<file path="config.mk">
export PLATFORM = sky130hd
export DESIGN_NAME = pio_cycle_seq
export DESIGN_NICKNAME = d
export VERILOG_FILES = /design/src/rtl/pio_seq_pkg.sv /design/src/rtl/pio_span_calc.sv /design/src/rtl/pio_phase_timer.sv /design/src/rtl/pio_bus_drive.sv /design/src/rtl/pio_cycle_seq.sv
export SDC_FILE = /design/constraint.sdc
export NUM_CORES = 1
export LEC_CHECK = 0
export BUFFER_PORTS_ARGS = -buffer_cell sky130_fd_sc_hd__buf_2
export CAP_MARGIN = 25
export CORE_MARGIN = 3
export CORE_UTILIZATION = 50
export CTS_CLUSTER_DIAMETER = 50
export DETAILED_ROUTE_END_ITERATION = 12
export GPL_ROUTABILITY_DRIVEN = 0
export PLACE_DENSITY_LB_ADDON = 0.25
export SKIP_LAST_GASP = 1
export SLEW_MARGIN = 5
export SYNTH_ARGS = -nofsm -noshare
export SYNTH_HDL_FRONTEND = slang
export SYNTH_SLANG_ARGS = --single-unit
</file>
<file path="constraint.sdc">
create_clock -name clk -period 4.62 [get_ports clk]
set_input_delay 0.693 -clock clk [delete_from_list [all_inputs] [get_ports clk]]
set_output_delay 0.693 -clock clk [all_outputs]
set_load 0.02 [all_outputs]
</file>
<file path="src/rtl/pio_seq_pkg.sv">
package pio_seq_pkg;

   typedef enum logic [2:0] {
      PH_IDLE   = 3'd0,
      PH_SETUP  = 3'd1,
      PH_ACTIVE = 3'd2,
      PH_WAIT   = 3'd3,
      PH_RECOV  = 3'd4
   } phase_e;

   // bit order is decoded by the bus pins: address high, selects low
   typedef struct packed {
      logic [2:0] addr;
      logic       cs1_n;
      logic       cs0_n;
   } target_t;

endpackage

</file>
<file path="src/rtl/pio_span_calc.sv">
module pio_span_calc #(
   parameter int CW = 8
) (
   input  logic [CW-1:0] setup_cnt,
   input  logic [CW-1:0] active_cnt,
   input  logic [CW-1:0] cycle_cnt,
   output logic [CW-1:0] setup_len,
   output logic [CW-1:0] active_len,
   output logic [CW-1:0] recov_len
);
   localparam int NF = 3;
   localparam logic [CW-1:0] ONE = CW'(1);

   if (CW < 2) begin : g_bad_width
      $error("pio_span_calc: CW must be at least 2");
   end

   logic [CW-1:0] raw [NF];
   logic [CW-1:0] cl  [NF];

   assign raw[0] = setup_cnt;
   assign raw[1] = active_cnt;
   assign raw[2] = cycle_cnt;

   // zero means one cycle for every programmed count
   for (genvar g = 0; g < NF; g++) begin : g_clamp
      assign cl[g] = (raw[g] == '0) ? ONE : raw[g];
   end

   logic [CW:0] used;
   assign used       = {1'b0, cl[0]} + {1'b0, cl[1]};
   assign setup_len  = cl[0];
   assign active_len = cl[1];

   always_comb begin
      if ({1'b0, cl[2]} > used) recov_len = CW'({1'b0, cl[2]} - used);
      else                      recov_len = ONE;
   end

endmodule

</file>
<file path="src/rtl/pio_phase_timer.sv">
module pio_phase_timer #(
   parameter int W = 12
) (
   input  logic         clk,
   input  logic         rst_n,
   input  logic         load,
   input  logic [W-1:0] load_val,
   output logic         last
);
   if (W < 2) begin : g_bad_width
      $error("pio_phase_timer: W must be at least 2");
   end

   logic [W-1:0] cnt;

   always_ff @(posedge clk or negedge rst_n) begin
      if (!rst_n)           cnt <= '0;
      else if (load)        cnt <= load_val;
      else if (cnt != '0)   cnt <= cnt - W'(1);
   end

   assign last = (cnt == '0);

endmodule

</file>
<file path="src/rtl/pio_bus_drive.sv">
module pio_bus_drive
   import pio_seq_pkg::*;
#(
   parameter int DW = 16
) (
   input  phase_e         phase,
   input  target_t        tgt,
   input  logic           is_write,
   input  logic [DW-1:0]  wdata,
   output logic [1:0]     cs_n,
   output logic [2:0]     addr,
   output logic           rd_n,
   output logic           wr_n,
   output logic [DW-1:0]  dout,
   output logic           doe
);
   logic in_xfer, strobe_on;

   assign in_xfer   = (phase != PH_IDLE);
   assign strobe_on = (phase == PH_ACTIVE) || (phase == PH_WAIT);

   always_comb begin
      cs_n = 2'b11;
      addr = '0;
      rd_n = 1'b1;
      wr_n = 1'b1;
      dout = '0;
      doe  = 1'b0;
      if (in_xfer) begin
         cs_n = {tgt.cs1_n, tgt.cs0_n};
         addr = tgt.addr;
         if (is_write) begin
            dout = wdata;
            doe  = 1'b1;
            wr_n = !strobe_on;
         end else begin
            rd_n = !strobe_on;
         end
      end
   end

endmodule

</file>
<file path="src/rtl/pio_cycle_seq.sv">
module pio_cycle_seq
   import pio_seq_pkg::*;
#(
   parameter int CW  = 8,
   parameter int TOW = 12,
   parameter int DW  = 16
) (
   input  logic            clk,
   input  logic            rst_n,
   input  logic            req_valid,
   input  logic            req_write,
   input  logic            req_wide,
   input  logic [4:0]      req_target,
   input  logic [DW-1:0]   req_wdata,
   input  logic [CW-1:0]   tf_setup,
   input  logic [CW-1:0]   tf_active,
   input  logic [CW-1:0]   tf_cycle,
   input  logic [CW-1:0]   dt_setup,
   input  logic [CW-1:0]   dt_active,
   input  logic [CW-1:0]   dt_cycle,
   input  logic            rdy_en,
   input  logic [TOW-1:0]  rdy_limit,
   output logic            busy,
   output logic            done,
   output logic [DW-1:0]   rd_data,
   output logic            rdy_timeout,
   output logic [1:0]      bus_cs_n,
   output logic [2:0]      bus_addr,
   output logic            bus_rd_n,
   output logic            bus_wr_n,
   output logic [DW-1:0]   bus_dout,
   output logic            bus_doe,
   input  logic [DW-1:0]   bus_din,
   input  logic            bus_iordy
);
   localparam int NSET = 2;
   localparam int TW   = (CW > TOW) ? CW : TOW;
   localparam logic [TW-1:0] T_ONE = TW'(1);

   if (CW < 2 || TOW < 2) begin : g_bad_cnt
      $error("pio_cycle_seq: count widths must be at least 2");
   end
   if (DW < 8) begin : g_bad_dw
      $error("pio_cycle_seq: data width must be at least 8");
   end

   // ---------------- timing sets ----------------
   logic [CW-1:0] set_s [NSET];
   logic [CW-1:0] set_a [NSET];
   logic [CW-1:0] set_c [NSET];
   logic [CW-1:0] len_s [NSET];
   logic [CW-1:0] len_a [NSET];
   logic [CW-1:0] len_r [NSET];

   assign set_s[0] = tf_setup;
   assign set_a[0] = tf_active;
   assign set_c[0] = tf_cycle;
   assign set_s[1] = dt_setup;
   assign set_a[1] = dt_active;
   assign set_c[1] = dt_cycle;

   for (genvar k = 0; k < NSET; k++) begin : g_set
      pio_span_calc #(.CW(CW)) u_span (
         .setup_cnt  (set_s[k]),
         .active_cnt (set_a[k]),
         .cycle_cnt  (set_c[k]),
         .setup_len  (len_s[k]),
         .active_len (len_a[k]),
         .recov_len  (len_r[k])
      );
   end

   logic [CW-1:0] pick_s, pick_a, pick_r;
   assign pick_s = req_wide ? len_s[1] : len_s[0];
   assign pick_a = req_wide ? len_a[1] : len_a[0];
   assign pick_r = req_wide ? len_r[1] : len_r[0];

   // ---------------- latched request ----------------
   phase_e         phase, phase_nx;
   target_t        tgt_q;
   logic           wr_q, rdy_en_q;
   logic [DW-1:0]  wdata_q;
   logic [TW-1:0]  a_len_q, r_len_q, t_len_q;

   logic           accept;
   logic           tmr_load, tmr_last;
   logic [TW-1:0]  tmr_val;
   logic           cap_rd, tmo_hit, fin;

   assign accept = req_valid && (phase == PH_IDLE);

   always_comb begin
      phase_nx = phase;
      tmr_load = 1'b0;
      tmr_val  = '0;
      cap_rd   = 1'b0;
      tmo_hit  = 1'b0;
      fin      = 1'b0;
      unique case (phase)
         PH_IDLE: begin
            if (accept) begin
               phase_nx = PH_SETUP;
               tmr_load = 1'b1;
               tmr_val  = TW'(pick_s) - T_ONE;
            end
         end
         PH_SETUP: begin
            if (tmr_last) begin
               phase_nx = PH_ACTIVE;
               tmr_load = 1'b1;
               tmr_val  = a_len_q - T_ONE;
            end
         end
         PH_ACTIVE: begin
            if (tmr_last) begin
               tmr_load = 1'b1;
               if (rdy_en_q && !bus_iordy) begin
                  phase_nx = PH_WAIT;
                  tmr_val  = t_len_q - T_ONE;
               end else begin
                  phase_nx = PH_RECOV;
                  tmr_val  = r_len_q - T_ONE;
                  cap_rd   = 1'b1;
               end
            end
         end
         PH_WAIT: begin
            if (bus_iordy || tmr_last) begin
               phase_nx = PH_RECOV;
               tmr_load = 1'b1;
               tmr_val  = r_len_q - T_ONE;
               cap_rd   = 1'b1;
               tmo_hit  = !bus_iordy;
            end
         end
         PH_RECOV: begin
            if (tmr_last) begin
               phase_nx = PH_IDLE;
               fin      = 1'b1;
            end
         end
         default: phase_nx = PH_IDLE;
      endcase
   end

   pio_phase_timer #(.W(TW)) u_timer (
      .clk      (clk),
      .rst_n    (rst_n),
      .load     (tmr_load),
      .load_val (tmr_val),
      .last     (tmr_last)
   );

   always_ff @(posedge clk or negedge rst_n) begin
      if (!rst_n) begin
         phase    <= PH_IDLE;
         tgt_q    <= '1;
         wr_q     <= 1'b0;
         rdy_en_q <= 1'b0;
         wdata_q  <= '0;
         a_len_q  <= T_ONE;
         r_len_q  <= T_ONE;
         t_len_q  <= T_ONE;
      end else begin
         phase <= phase_nx;
         if (accept) begin
            tgt_q    <= target_t'(req_target);
            wr_q     <= req_write;
            wdata_q  <= req_wdata;
            rdy_en_q <= rdy_en;
            a_len_q  <= TW'(pick_a);
            r_len_q  <= TW'(pick_r);
            t_len_q  <= (rdy_limit == '0) ? T_ONE : TW'(rdy_limit);
         end
      end
   end

   // ---------------- results ----------------
   always_ff @(posedge clk or negedge rst_n) begin
      if (!rst_n) begin
         done        <= 1'b0;
         rd_data     <= '0;
         rdy_timeout <= 1'b0;
      end else begin
         done <= fin;
         if (cap_rd && !wr_q) rd_data <= bus_din;
         if (tmo_hit)         rdy_timeout <= 1'b1;
      end
   end

   assign busy = (phase != PH_IDLE);

   pio_bus_drive #(.DW(DW)) u_drive (
      .phase    (phase),
      .tgt      (tgt_q),
      .is_write (wr_q),
      .wdata    (wdata_q),
      .cs_n     (bus_cs_n),
      .addr     (bus_addr),
      .rd_n     (bus_rd_n),
      .wr_n     (bus_wr_n),
      .dout     (bus_dout),
      .doe      (bus_doe)
   );

   // ---------------- assertions ----------------
   AST_ONE_STROBE: assert property (@(posedge clk) disable iff (!rst_n)
      !(!bus_rd_n && !bus_wr_n));
   AST_STROBE_IN_BUSY: assert property (@(posedge clk) disable iff (!rst_n)
      (!bus_rd_n || !bus_wr_n) |-> busy);
   AST_DATA_BEFORE_WR: assert property (@(posedge clk) disable iff (!rst_n)
      $fell(bus_wr_n) |-> $past(bus_doe));
   AST_TARGET_HELD: assert property (@(posedge clk) disable iff (!rst_n)
      (busy && $past(busy)) |-> ($stable(bus_addr) && $stable(bus_cs_n)));
   AST_DONE_PULSE: assert property (@(posedge clk) disable iff (!rst_n)
      done |=> !done);
   AST_DONE_IDLE: assert property (@(posedge clk) disable iff (!rst_n)
      done |-> !busy);
   AST_TMO_STICKY: assert property (@(posedge clk) disable iff (!rst_n)
      rdy_timeout |=> rdy_timeout);

endmodule

</file>
==> reports/qor.yml <==
final_layout:
  stdcell_count: 1040
  fin_nets: 1009
  layout-drive-gt1-share_pct: 23.85
  antenna_cells: 0
  area_growth_pct: 16.21
power_and_ir_drop:
  clkPwrFrac_pct: 22.9
  power_frac_comb_pct: 41.7
  swShare_pct: 39.91
  seq_power_share_pct: 35.4
  power_density_nw_per_um2: 469.4
  p_int_mw: 2.130
  p_leak_nw: 3.752
  vdd_drop_max_mv: 0.2394
  power.switching_mw: 1.415
clock_network:
  clock_latency_ns: 0.34
  clk_pin_slew_worst_paths_ns: 0.06
  numCtsBuffers: 9
  cts.sinks: 84
  htreeDepth: 3
  cts_resized: 0
  ctsLongestPathBuffers: 2
  ctsRootBufferMaster: "clkbuf_16"
  hold_buffers: 0
  tritoncts: "done"
  post_cts_buffers: 0
sta:
  setup_tns_ns: 0
  period_minus_slack_ns: 3.983
  slew_headroom_pct: 42.70
  tightest_slew_ns: 0.8594
  setup_viol: 0
  worst_hold_slack_ns: 0.2142
  rsz0062_at_grt: "false"
  finalCritPeriodShare_pct: 86.22
  drv_slew: 0
  maxClockFrequency_mhz: 251.0
  finClkSkew_ns: 0.006810
  hold_viol: 0
synth:
  netlist_area_um2: 6500
  synthFlopType: "dfrtp_1"
  ys_seq_area_share_pct: 32.49
  syn_inst: 774
  yosys_warnings: 0
  synth_seq_cells: 84
  syn_area_per_cell_um2: 8.398
  synth-edff-count: 0
  ys_types: 68
  synth.net_count: 920
  async_reset_ff_share_pct: 100.0
critical_path:
  arrival_ns: 4.21
  cp-end-kind: "register"
  startpoint: "dt_setup[3]"
  start_kind: "input port"
  r2r_setup_slack_ns: 1.14
  required_ns: 4.84
  cp_max_fo: 7
  reg2reg_depth: 5
  r2r-end: "u_timer.cnt[9]"
  crit_type: "input port to register"
  r2r_start: "phase[0]"
routing:
  route.vias.total: 6113
  finalWirelength_um: 17870
  first_pass_iters: 5
  antenna_left: 0
  drt_iter0_drc: 450
  viasPerCell: 5.878
  avgRoutedWirePerCell_um: 17.18
  drc: 0
die:
  ios: 147
  die_h_um: 120.0
  rows: 41
  fp.coreArea_um2: 12670
  dieArea_um2: 14400
  dieWidth_um: 120.0
  initial_utilization_pct: 51.30
global_routing:
  grt_pass1_vias: 5904
  grt_pass1_wl_um: 28790
  overflow: 0
  gr-usage-all-layers_pct: 24.55
  grt_max_degree: 85
  antenna_found_initial: 0
status:
  status: "completed"
placed_design:
  place_inst: 1023
  io_buffers: 146
  hpwl_um: 13720
job:
  maxCapViolations: 0
hold_path:
  hold_class: "input port to async pin"
[power by group through the flow]
stage	clock, mW	sequential [mW]	combinational, mW
after global routing	0.855	1.29	1.64
after detailed placement	0	1.26	1.45
after CTS	0.829	1.25	1.46
after floorplan	0	1.16	1.11
after global placement	0	1.24	1.41
final	0.813	1.26	1.48
[final cells by class]
class,instances,area [um2]
Clock buffer,11,232.7
Clock inverter,5,100.1
Fill cell,1138,5117
Inverter,27,101.3
Multi-Input combinational cell,589,3994
Sequential cell,84,2112
Tap cell,172,215.2
Timing Repair Buffer,152,798.3
[layout by cell type (no fill, tap or decap), types with 9 or more instances in the layout]
master / count
and3_1: 17
nor3_1: 22
xor2_1: 20
ha_1: 38
nand2_1: 137
a21o_1: 10
nand2b_1: 9
o21ai_0: 24
dfrtp_1: 76
xnor2_1: 28
nor2_1: 38
o211ai_1: 11
inv_1: 27
buf_2: 145
nand3_1: 13
clkbuf_16: 9
a21oi_1: 38
or3_1: 11
nor4_1: 15
mux2i_1: 16
nor2b_1: 10
mux2_4: 10
[synth_stat cells, types with 8 or more instances]
cell / n / area [um2]
nor4_1: 15 / 93.84
a21o_1: 10 / 75.07
mux2_4: 10 / 150.1
inv_1: 27 / 101.4
dfstp_2: 8 / 210.2
nand3_1: 13 / 65.06
ha_1: 38 / 475.5
or4_1: 8 / 60.06
nand2b_1: 9 / 56.30
nor2b_1: 10 / 62.56
clkbuf_1: 64 / 240.2
o211ai_1: 11 / 82.58
nor3_1: 22 / 110.1
mux2i_1: 16 / 160.2
and3_1: 17 / 106.4
nand2_1: 137 / 514.2
xnor2_1: 28 / 245.2
o21ai_0: 24 / 120.1
xor2_1: 20 / 175.2
or3_1: 11 / 68.82
dfrtp_1: 76 / 1902
a21oi_1: 38 / 190.2
nor2_1: 38 / 142.6
[metrics by stage]
step	util [%]	worst slack (ns)	instance area, um2	power (mW)
floorplan	-	0.7160	6500	2.275
global placement	56.77	0.5262	7193	2.654
detailed placement	56.77	0.3661	7193	2.707
CTS	59.40	0.7319	7526	3.542
global route	59.61	0.5040	7553	3.792
finish	59.61	0.6366	7553	3.545
[state kept, by name, summed over array words and instances, names as in the netlist]
signal	flops
wr_q	1
done	1
rdy_timeout	1
t_len_q	12
rdy_en_q	1
tgt_q	5
phase	3
wdata_q	16
u_timer.cnt	12
rd_data	16
r_len_q	8
a_len_q	8
[layer usage]
metal / vias up / wire length, um / track usage (%)
met3: 39 / 1120 / 4.336
met2: 234 / 8575 / 40.92
met4: 0 / 431 / 7.946
li1: 2916 / - / -
met5: - / 0 / 0
met1: 2924 / 7743 / 32.41
[cells by family (layout without fill, tap and decap cells)]
group	Yosys count	after routing	share of synthesized area (%)
AOI/OAI and AO/OA	149	149	16.15
xor gates and xnor gates	48	48	6.468
adders and majority gates	42	42	8.547
buffers and inverters	101	195	6.198
DFF	84	84	32.49
muxes	33	33	5.986
and+or+nand+nor	317	317	24.16
[how the worst max path moves through the flow]
stage / to / cells after the start
6_report: r_len_q[1] / 16
3_5_place_dp: r_len_q[5] / 16
5_1_grt: r_len_q[1] / 16
2_1_floorplan: r_len_q[5] / 14
4_1_cts: r_len_q[5] / 16
3_3_place_gp: r_len_q[1] / 16
[critical path, cell delays in order]
cell	delay, ns
buf_2	0.16
nor3_1	0.10
a31o_2	0.25
ha_1	0.22
fa_1	0.40
a21o_1	0.17
a21oi_1	0.25
o21ai_0	0.17
xnor2_1	0.16
ha_1	0.35
a21oi_1	0.15
o21ai_0	0.12
o21ai_0	0.30
a221oi_1	0.17
buf_4	0.20
a221o_1	0.34
No activity file was read; power rests on OpenSTA's default activity.
